<file path="config.mk">
export PLATFORM = sky130hd
export DESIGN_NAME = tbt_timebase
export DESIGN_NICKNAME = d
export VERILOG_FILES = /design/src/rtl/tbt_pkg.sv /design/src/rtl/tbt_chain.sv /design/src/rtl/tbt_ivl.sv /design/src/rtl/tbt_wdt.sv /design/src/rtl/tbt_timebase.sv
export SDC_FILE = /design/constraint.sdc
export NUM_CORES = 1
export LEC_CHECK = 0
export CORE_AREA = 2 2 71 73
export DETAILED_ROUTE_END_ITERATION = 10
export DIE_AREA = 0 0 73 75
export DONT_BUFFER_PORTS = 1
export GPL_ROUTABILITY_DRIVEN = 0
export PLACE_DENSITY = 0.44
export SLEW_MARGIN = 20
export SYNTH_ARGS = -nofsm -noshare
export SYNTH_HDL_FRONTEND = slang
export SYNTH_SLANG_ARGS = --single-unit
</file>
<file path="constraint.sdc">
create_clock -name clk -period 0.9 [get_ports clk]
set_input_delay 0.09 -clock clk [delete_from_list [all_inputs] [get_ports clk]]
set_output_delay 0.09 -clock clk [all_outputs]
set_load 0.02 [all_outputs]
</file>
<file path="src/rtl/tbt_pkg.sv">
package tbt_pkg;
  localparam int NUM_IVL  = 4;
  localparam int SEL_W    = $clog2(NUM_IVL);
  localparam int WD_CNT_W = 2;
  // Watchdog ticks counted since last clear at which reset is requested
  localparam logic [WD_CNT_W-1:0] WD_TERM = 2'd2;

  typedef logic [SEL_W-1:0]    ivl_sel_t;
  typedef logic [WD_CNT_W-1:0] wd_cnt_t;
endpackage

</file>
<file path="src/rtl/tbt_chain.sv">
module tbt_chain #(
  parameter int CHAIN_W = 21,
  parameter int NT      = 5,
  parameter logic [NT*8-1:0] TAPS = '0
) (
  input  logic          clk,
  input  logic          rst_n,
  output logic [NT-1:0] tap_wrap
);
  logic               pre_q, pre_d;
  logic [CHAIN_W-1:0] cnt_q, cnt_d;
  logic [CHAIN_W-1:0] ones;

  always_comb begin
    pre_d = ~pre_q;
    cnt_d = cnt_q;
    if (pre_q) cnt_d = cnt_q + 1'b1;
  end

  always_ff @(posedge clk or negedge rst_n) begin
    if (!rst_n) begin
      pre_q <= 1'b0;
      cnt_q <= '0;
    end else begin
      pre_q <= pre_d;
      cnt_q <= cnt_d;
    end
  end

  // prefix AND: ones[k] means bits k..0 are all one
  assign ones[0] = cnt_q[0];
  for (genvar gk = 1; gk < CHAIN_W; gk++) begin : g_prefix
    assign ones[gk] = ones[gk-1] & cnt_q[gk];
  end

  for (genvar gt = 0; gt < NT; gt++) begin : g_tap
    localparam int IDX = int'(TAPS[gt*8 +: 8]);
    assign tap_wrap[gt] = pre_q & ones[IDX];
  end

  // counter advances exactly on prescaler phase
  a_r10_chain_step: assert property (@(posedge clk) disable iff (!rst_n)
    pre_q |=> (cnt_q == $past(cnt_q) + 1'b1));
  a_r10_chain_hold: assert property (@(posedge clk) disable iff (!rst_n)
    !pre_q |=> $stable(cnt_q));
endmodule

</file>
<file path="src/rtl/tbt_ivl.sv">
module tbt_ivl
  import tbt_pkg::*;
(
  input  logic               clk,
  input  logic               rst_n,
  input  logic [NUM_IVL-1:0] tap_ev,
  input  ivl_sel_t           sel,
  input  logic               irq_en,
  input  logic               clr,
  output logic               irq
);
  logic flag_q, flag_d, set_ev;

  always_comb begin
    set_ev = tap_ev[sel];
    flag_d = set_ev | (flag_q & ~clr);
  end

  always_ff @(posedge clk or negedge rst_n) begin
    if (!rst_n) flag_q <= 1'b0;
    else        flag_q <= flag_d;
  end

  assign irq = flag_q & irq_en;

  a_r3_flag_sticky: assert property (@(posedge clk) disable iff (!rst_n)
    (flag_q && !clr) |=> flag_q);
  a_r4_clear_works: assert property (@(posedge clk) disable iff (!rst_n)
    (clr && !set_ev) |=> !flag_q);
  a_r4_set_wins: assert property (@(posedge clk) disable iff (!rst_n)
    set_ev |=> flag_q);
endmodule

</file>
<file path="src/rtl/tbt_wdt.sv">
module tbt_wdt
  import tbt_pkg::*;
(
  input  logic clk,
  input  logic rst_n,
  input  logic tick,
  input  logic en,
  input  logic clr,
  output logic req
);
  logic    arm_q, arm_d;
  logic    req_q, req_d;
  wd_cnt_t cnt_q, cnt_d;

  always_comb begin
    arm_d = arm_q | en;
    cnt_d = cnt_q;
    if (!arm_q || clr)                 cnt_d = '0;
    else if (tick && cnt_q != WD_TERM) cnt_d = cnt_q + 1'b1;
    req_d = req_q | (cnt_d == WD_TERM);
  end

  always_ff @(posedge clk or negedge rst_n) begin
    if (!rst_n) begin
      arm_q <= 1'b0;
      cnt_q <= '0;
      req_q <= 1'b0;
    end else begin
      arm_q <= arm_d;
      cnt_q <= cnt_d;
      req_q <= req_d;
    end
  end

  assign req = req_q;

  a_r11_req_hold: assert property (@(posedge clk) disable iff (!rst_n)
    req_q |=> req_q);
  a_r7_arm_hold: assert property (@(posedge clk) disable iff (!rst_n)
    arm_q |=> arm_q);
  a_r6_idle_quiet: assert property (@(posedge clk) disable iff (!rst_n)
    !arm_q |-> !req_q);
  a_r8_clear_restarts: assert property (@(posedge clk) disable iff (!rst_n)
    clr |=> (cnt_q == '0));
  a_r8_cnt_bound: assert property (@(posedge clk) disable iff (!rst_n)
    cnt_q <= WD_TERM);
endmodule

</file>
<file path="src/rtl/tbt_timebase.sv">
module tbt_timebase
  import tbt_pkg::*;
#(
  parameter int CHAIN_W = 21,
  parameter int TAP0    = 11,
  parameter int TAP1    = 13,
  parameter int TAP2    = 16,
  parameter int WDT_TAP = 19
) (
  input  logic       clk,
  input  logic       rst_n,
  input  logic [1:0] ivl_sel,
  input  logic       ivl_irq_en,
  input  logic       ivl_clr,
  input  logic       wd_en,
  input  logic       wd_clr,
  output logic       ivl_irq,
  output logic       wd_reset_req
);
  localparam int TAP3 = CHAIN_W - 1;
  localparam int NT   = NUM_IVL + 1;
  localparam logic [NT*8-1:0] TAPS =
    {8'(WDT_TAP), 8'(TAP3), 8'(TAP2), 8'(TAP1), 8'(TAP0)};

  logic [1:0]    rst_sync_q;
  logic          rst_core_n;
  logic [NT-1:0] wraps;

  always_ff @(posedge clk or negedge rst_n) begin
    if (!rst_n) rst_sync_q <= 2'b00;
    else        rst_sync_q <= {rst_sync_q[0], 1'b1};
  end
  assign rst_core_n = rst_sync_q[1];

  tbt_chain #(.CHAIN_W(CHAIN_W), .NT(NT), .TAPS(TAPS)) u_chain (
    .clk      (clk),
    .rst_n    (rst_core_n),
    .tap_wrap (wraps)
  );

  tbt_ivl u_ivl (
    .clk    (clk),
    .rst_n  (rst_core_n),
    .tap_ev (wraps[NUM_IVL-1:0]),
    .sel    (ivl_sel),
    .irq_en (ivl_irq_en),
    .clr    (ivl_clr),
    .irq    (ivl_irq)
  );

  tbt_wdt u_wdt (
    .clk   (clk),
    .rst_n (rst_core_n),
    .tick  (wraps[NUM_IVL]),
    .en    (wd_en),
    .clr   (wd_clr),
    .req   (wd_reset_req)
  );

  // interrupt never shows while masked
  a_r5_mask: assert property (@(posedge clk) disable iff (!rst_core_n)
    !ivl_irq_en |-> !ivl_irq);
endmodule

</file>
==> flow_results.org, run 1 <==
** Synthesis
- Post-synthesis register bit count :: 29
- Post-synthesis net count :: 133
- The cell count after synthesis came out at 122.
- In the synthesized netlist the async set-or-reset flop fraction comes to 100%.
- Average instance area after synthesis :: 11.3 sq um
- Main synth FF type :: dfrtp_1
- After synthesis the cells add up to 1370 sq um.
- Count of flip-flops with a built-in enable after synthesis :: 0
- Count of cell types in the netlist :: 35
- For this run, the number of Yosys warnings is 0.
- Part of the Yosys area used for sequential elements :: 52.9%

** Critical path
- Arrival @ worst endpoint :: 1770 ps
- STA classifies the critical path startpoint as a register.
- Type of destination of the critical path :: register
- The critical path contains buffers and inverters numbering 0 combined.
- Slowest CP cell :: dfrtp_1
- The cell family contributing the most delay on the critical path is compound AO/OA/AOI/OAI gates.
- The cell that appears most often on the critical path is ha_4.
- Critical Setup Path Class :: register to register
- STA puts the critical path data required time at 1120 ps.
- Traced cell by cell, the critical path runs through ha_4 > ha_4 > and4_4 > and3_4 > a2111oi_4 > a211o_1.
- The largest single stage delay on the critical path is 410 ps.
- Largest fanout on the critical path :: 2

** Clocking
- Clk pin slew, worst setup/hold paths :: 70 ps
- Number of H-tree levels :: 2
- Root buffer selected by CTS :: clkbuf_8
- Number of buffers on the longest clock path :: 2
- TritonCTS built the clock tree.
- TritonCTS created 5 clock buffers.
- The clock reaches the later pin of the worst-skew pair after 280 ps.
- Clock tree synthesis found a total of 29 sinks.

** Floorplanning
- Die Ht :: 75 um
- Measured along the x axis, the die boundary spans 73 um.
- 10 I/O pins were placed.
- After floorplanning, the core was divided into 25 placement rows.
- After floorplanning, the core was sized to cover 4660 sq um.
- The floorplan step defined a die boundary enclosing 5480 sq um.
- For this configuration, the core starts out at a cell density of 29.4%.

** Global route
- Met3 global-route usage :: 4.69%
- Entering global routing, the biggest net connects 28 pins.
- Global routing finished with a remaining overflow of 0.
- After global routing, the most crowded layer is met2.
- For met1 alone, demand over resource in global routing was 15.3%.
- The number of antenna violations at the first check in global routing was 0.
- The first global-routing pass estimated 5.31 mm of wire.
- The via count of the first global-routing pass was 1195.
- In the global route stage, overall resource usage came out at 13.0%.
- Global-route met2 utilization :: 21.6%

** Finish
- The finished cells cover 2220 sq um.
- Antenna diode count :: 0
- Utilization after layout :: 47.7%
- Layout cells sized above 1 :: 53.6%
- Compared with the post-synthesis result, the final layout area differs by 62.0%.
- Fill cells :: 432
- Number of nets at the end of the flow :: 193
- Final standard cell count with taps included and fillers excluded :: 237

** Outcome
- Result of the run :: complete, but fails checks
- Failing checks :: setup timing

** Timing
- Slack of the critical path :: -652 ps
- The number of hold violations in the final report came to 0.
- Setup violations remaining at the end of the flow were counted as 26.
- Total Negative Setup Slacks :: -11310 ps
- Derived from the worst setup path, the maximum achievable clock frequency is 644 MHz.
- For the finished layout, the period the worst path requires is 1550 ps.
- Setup repair after global routing missed its margin :: true
- On the final layout, the worst clock skew is 6.61 ps.
- Fraction of the cycle the final worst path needs :: 172%
- The tightest hold path in the finished design has a slack of 41.3 ps.
- The final count of pins violating max slew came to 0.

** Route
- The detailed router placed 1109 vias in this run.
- Total routed wirelength :: 3.06 mm
- After detailed routing, the number of vias per cell comes to 4.68.
- Remaining antenna violation count :: 0
- First-pass DRT Iterations :: 4
- For this block, the initial DRC count from the detailed router was 43.
- Dividing the detail-routed wire length by the instance count gives 12.9 um.
- DRC violation count after routing :: 0

** Pwr
- Pwr dens :: 1150 nW/um^2
- Summed over all cells, the static leakage comes to 1.07 nW.
- Across the VDD grid, the largest voltage drop is 639 uV.
- Overall power consumption :: 2.55 mW

** Placed design
- Setup WS pre-CTS :: -658 ps
- Cell area after placement :: 1860 sq um
- Number of I/O port buffers :: 0
- Counting tap cells, the placed design contains a total of 215 instances.
- DP HPWL :: 2.09 mm

** Hold path
- Worst hold-check path type :: input port to asynchronous set/reset pin

** Run
- Across the run, the number of max-cap violations was 0.
cell type report:
type                       instances  area (sq um)  area share [%]
clock buffer                       7          96.3            4.33
clock inverter                     1          5.00           0.225
inverter                           4          15.0           0.675
multi-input combinational         86           837            37.6
sequential                        29           728            32.8
tap                               54          67.6            3.04
timing repair buffer              56           474            21.3
repair_timing:
item | CTS | global route
resized for setup | 27 | 14
pin swaps | 14 | 20
hold endpoints to repair | 4 | 0
hold buffers | 3 | 0
buffers inserted | 12 | 4
endpoints found under the setup margin | 26 | 27
cell families after synthesis:
kind of cell | synth area share [%]
multiplexers | 1.64
buffers and inverters | 2.28
XOR/XNOR | 12.1
flip-flops | 52.9
AO/OA/AOI/OAI | 3.56
other | 0.273
AND/OR/NAND/NOR | 24.5
adder cells (fa/ha/maj) | 2.74
synth_stat cells (2+ instances only):
library cell,count,area (sq um)
nand2_1,7,26.3
xnor2_1,12,105
dfrtp_1,29,726
nor2_1,5,18.8
ha_1,3,37.5
nor3_1,6,30.0
o21ai_0,2,10.0
mux2_2,2,22.5
and3_1,4,25.0
xor2_1,7,61.3
and4_1,2,17.5
a21oi_1,3,15.0
nand4_1,7,43.8
inv_1,4,15.0
nand3_1,8,40.0
nand3_2,2,20.0
layout by cell type (no fill, tap or decap), drive strengths merged, types with 4 or more instances in the layout:
master | Yosys | routed
and3 | 4 | 4
buf | 2 | 53
clkbuf | 1 | 7
dfrtp | 29 | 29
inv | 4 | 4
nand2 | 7 | 7
nand3 | 10 | 10
nand4 | 8 | 8
nor2 | 5 | 5
nor3 | 6 | 6
xnor2 | 12 | 12
xor2 | 7 | 7
per-layer routing:
layer  up-vias  routed length, um
li1        553                  -
met1       539               1380
met2        12               1550
met3         5                 85
met4         0                 37
met5         -                  0
sequential cells by signal, indices dropped and copies added (netlist names):
name,flops
rst_sync_q,2
u_wdt.req,1
u_chain.pre_q,1
u_ivl.flag_q,1
u_wdt.arm_q,1
u_wdt.cnt_q,2
u_chain.cnt_q,21
report_power, final:
part           internal [mW]  total (mW)  switching (mW)
Sequential              1.31        1.31         0.00246
Combinational         0.0241      0.0577          0.0337
Clock                  0.690        1.18           0.491
worst paths after layout:
check                                        startpoint                      endpoint  slack (ps)  depth (start not counted)
max in group asynchronous       rst_sync_q[1]$_DFF_PN0_  u_chain.cnt_q[2]$_DFFE_PN0P_         520                          1
min                                               rst_n       rst_sync_q[1]$_DFF_PN0_          40                          1
max                        u_chain.cnt_q[1]$_DFFE_PN0P_           u_wdt.req$_DFF_PN0_        -650                          6
min in group clk                             ivl_sel[1]        u_ivl.flag_q$_DFF_PN0_         100                          3
max reg2reg                u_chain.cnt_q[1]$_DFFE_PN0P_           u_wdt.req$_DFF_PN0_        -650                          6
min reg2reg                     rst_sync_q[1]$_DFF_PN0_  u_chain.cnt_q[3]$_DFFE_PN0P_         210                          1
Note: power is estimated with default switching activity, not from simulation.
==> inputs of run 2 (changes only) <==
- SKIP_LAST_GASP: not set -> 1
==> flow_results.org, run 2 (same netlist as run 1, synthesis figures left out) <==
** Pwr
- Peak supply drop :: 641 uV (was 639 uV)
- Overall power consumption :: 2.54 mW (was 2.55 mW)
- The part of the total power dissipated in sequential elements came to 51.6% (was 51.4%).
- The combinational share of power came to 2.3% (about the same).
- Leakage power :: 1.06 nW (was 1.07 nW)
- The net switching share of the total power came to 20.4% (was 20.7%).
- The internal power came to 2.02 mW (about the same).
- Pwr dens :: 1150 nW/um^2 (about the same)
- Net switching power of the design :: 517 uW (was 527 uW)
- Relative contribution of the clock network to total power :: 46.1% (was 46.3%)

** Outcome
- Failing checks :: setup timing (unchanged)
- Result of the run :: complete, but fails checks (unchanged)

** Critical path
- The maximum fanout along the worst path is 2 (unchanged).
- Max incr delay on CP :: 410 ps (about the same)
- The nature of the critical path endpoint is a register (unchanged).
- Cell count of the worst reg-to-reg path :: 6 (unchanged)
- The data arrival time of the worst path is 1770 ps (about the same).
- R2r endpoint :: u_wdt.req$_DFF_PN0_ (unchanged)
- Worst-path cell chain: ha_4 > ha_4 > and4_4 > and3_4 > a2111oi_4 > a211o_1 (unchanged).
- Worst Setup Start Kind :: register (unchanged)
- The required arrival time at the worst endpoint was 1120 ps (about the same).
- Slowest CP cell :: dfrtp_1 (unchanged)
- The most frequent cell on the critical path was ha_4 (unchanged).
- The sum of buffers and inverters on the critical path was 0 (unchanged).
- The classification of the worst setup path is register to register (unchanged).
- Worst reg2reg path startpoint :: u_chain.cnt_q[1]$_DFFE_PN0P_ (unchanged)
- Reg2Reg Setup Slack :: -650 ps (about the same)
- Cell family with most CP delay :: compound AO/OA/AOI/OAI gates (unchanged)

** Finish
- Highest-count cells in the layout ignoring fill and taps :: 42 x buf_4, 27 x dfrtp_1, 11 x xnor2_1 (was 43 x buf_4, 27 x dfrtp_1, 11 x xnor2_1)
- Leading registers by flop count: u_chain.cnt_q (21), rst_sync_q (2), u_wdt.cnt_q (2) (unchanged).
- The post-route cell area came to 2220 sq um (about the same).
- Utilization after layout :: 47.5% (was 47.7%)
- The most common cell after layout, fill and taps aside was buf_4 (unchanged).
- Flip-flop count of the largest register after layout :: 21 (unchanged)
- The count of placed standard cells in the final layout, fillers left out is 236 (was 237).
- Antenna diode count :: 0 (unchanged)
- The share of post-route cells with drive strength above 1 came to 53.3% (was 53.6%).
- The post-layout net count came to 192 (was 193).
- The register ranked first by flip-flop count is u_chain.cnt_q (unchanged).
- The synthesis-to-finish area growth came to 61.4% (was 62.0%).

** Global route
- Most congested layer reported by global routing :: met2 (unchanged)
- All-Layer GR Usage :: 13.0% (about the same)
- The met3 capacity usage during global routing was 4.69% (unchanged).
- Maximum number of pins on one net before global-route repair :: 28 (unchanged)
- The total grt overflow is 0 (unchanged).
- First-pass GRT wire length :: 5.33 mm (was 5.31 mm)
- Number of global-route vias before repair :: 1201 (was 1195)
- Initial antenna violation count :: 0 (unchanged)
- The met1 routing resource usage after global routing is 15.3% (unchanged).
- The routing usage on met2 was 21.7% (was 21.6%).

** Timing
- Pins Over Slew Limit :: 0 (unchanged)
- The final count of negative-setup-slack endpoints came to 25 (was 26).
- Slack of the critical path :: -653 ps (was -652 ps)
- Setup repair after global routing missed its margin: true (unchanged).
- The worst clock skew is 4.95 ps (was 6.61 ps).
- Number of endpoints with negative hold slack in the final report :: 0 (unchanged)
- Achievable frequency :: 644 MHz (about the same)
- The final clock period utilization by the worst path was 173% (was 172%).
- Minimum clock period after layout :: 1550 ps (about the same)

** Route
- Via Count :: 1094 (was 1109)
- DRC violation count after routing :: 0 (unchanged)
- The average via count per standard cell is 4.64 (was 4.68).
- Routed wire per std cell :: 12.8 um (was 12.9 um)
- The detailed-route wire length was 3.02 mm (was 3.06 mm).
- Remaining antenna violation count :: 0 (unchanged)
- The number of DRC markers after the initial detailed-route iteration was 44 (was 43).
- First-pass DRT Iterations :: 4 (unchanged)

** Placed design
- Number of placed instances, taps included :: 215 (unchanged)
- The area after detailed placement was 1860 sq um (unchanged).
- Number of I/O port buffers :: 0 (unchanged)
- The half-perimeter wire length of the detailed placement result came to 2.09 mm (unchanged).

** Clocking
- Number of buffers added by the clock tree synthesis step :: 5 (unchanged)
- The number of H-tree branching levels came to 2 (unchanged).
- The maximum number of buffers from clock root to sink is 2 (unchanged).
- The clock latency reported for the late side of the worst-skew pair is 270 ps (was 280 ps).
- The clock-pin slew on the worst setup and hold paths was 60 ps (was 70 ps).
- Clock tree from TritonCTS :: built (unchanged)
- Root buffer selected by CTS :: clkbuf_8 (unchanged)
- CTS sink cnt :: 29 (unchanged)

** Floorplanning
- The width of the chip is 73 um (unchanged).
- The area of the die is 5480 sq um (unchanged).
- The number of top-level design ports is 10 (unchanged).
- The die extent in y came to 75 um (unchanged).
- The site row count came to 25 (unchanged).
- Std-Cell Core Area :: 4660 sq um (unchanged)
- The initial cell density of the core came to 29.4% (unchanged).

** Run
- The count of maximum capacitance violations is 0 (unchanged).

** Hold path
- Worst hold-check path type :: input port to asynchronous set/reset pin (unchanged)
-- run 2: how the worst max path moves through the flow --
stage	start	slack, ps	cells after the start	to
floorplan	u_chain.cnt_q[0]$_DFFE_PN0P_	-630	6	u_wdt.req$_DFF_PN0_
global placement	u_chain.cnt_q[1]$_DFFE_PN0P_	-620	6	u_wdt.req$_DFF_PN0_
detailed placement	u_chain.cnt_q[1]$_DFFE_PN0P_	-660	6	u_wdt.req$_DFF_PN0_
CTS	u_chain.cnt_q[1]$_DFFE_PN0P_	-660	6	u_wdt.req$_DFF_PN0_
global route	u_chain.cnt_q[1]$_DFFE_PN0P_	-750	6	u_chain.cnt_q[18]$_DFFE_PN0P_
finish	u_chain.cnt_q[1]$_DFFE_PN0P_	-650	6	u_wdt.req$_DFF_PN0_
-- run 2: power groups by stage --
stage | registers, mW | logic [mW] | clock network (mW)
finish | 1.31 | 0.0577 | 1.17
global route | 1.31 | 0.0650 | 1.28
CTS | 1.31 | 0.0597 | 1.22
global placement | 1.33 | 0.0467 | 0
floorplan | 1.35 | 0.00780 | 0
detailed placement | 1.33 | 0.0478 | 0
-- run 2: worst register-to-register path, cell delays in order, from the launching register on --
cell and delay, ps:
dfrtp_1 410, ha_4 190, ha_4 150, and4_4 180, and3_4 160, a2111oi_4 280
a211o_1 130
-- run 2: layout make-up --
class                      count  area (sq um)
clock inverter                 1          5.00
sequential                    29           728
clock buffer                   7          96.3
fill                         431          2440
inverter                       4          15.0
multi-input combinational     86           837
tap                           54          67.6
timing repair buffer          55           467
-- run 2: layer usage --
layer,wire length (um),vias up
li1,-,551
met1,1350,532
met2,1580,9
met3,65,2
met4,22,0
met5,0,-
-- run 2: repair_timing --
| action | 4_1_cts | 5_1_grt |
|---|---|---|
| setup buffers | 12 | 3 |
| hold endpoints to repair | 4 | 0 |
| resized for setup | 25 | 16 |
| setup endpoints to repair | 26 | 27 |
| pin swaps | 14 | 20 |
| hold buffers | 3 | 0 |
-- run 2: stage by stage --
stage               hold WS, ps  worst slack (ps)  TNS (ps)
finish                     44.0              -653    -11220
global route               28.1              -749    -13140
CTS                        34.6              -661    -10960
detailed placement         -206              -658    -10890
global placement           -206              -624    -10220
floorplan                  -206              -632     -7750
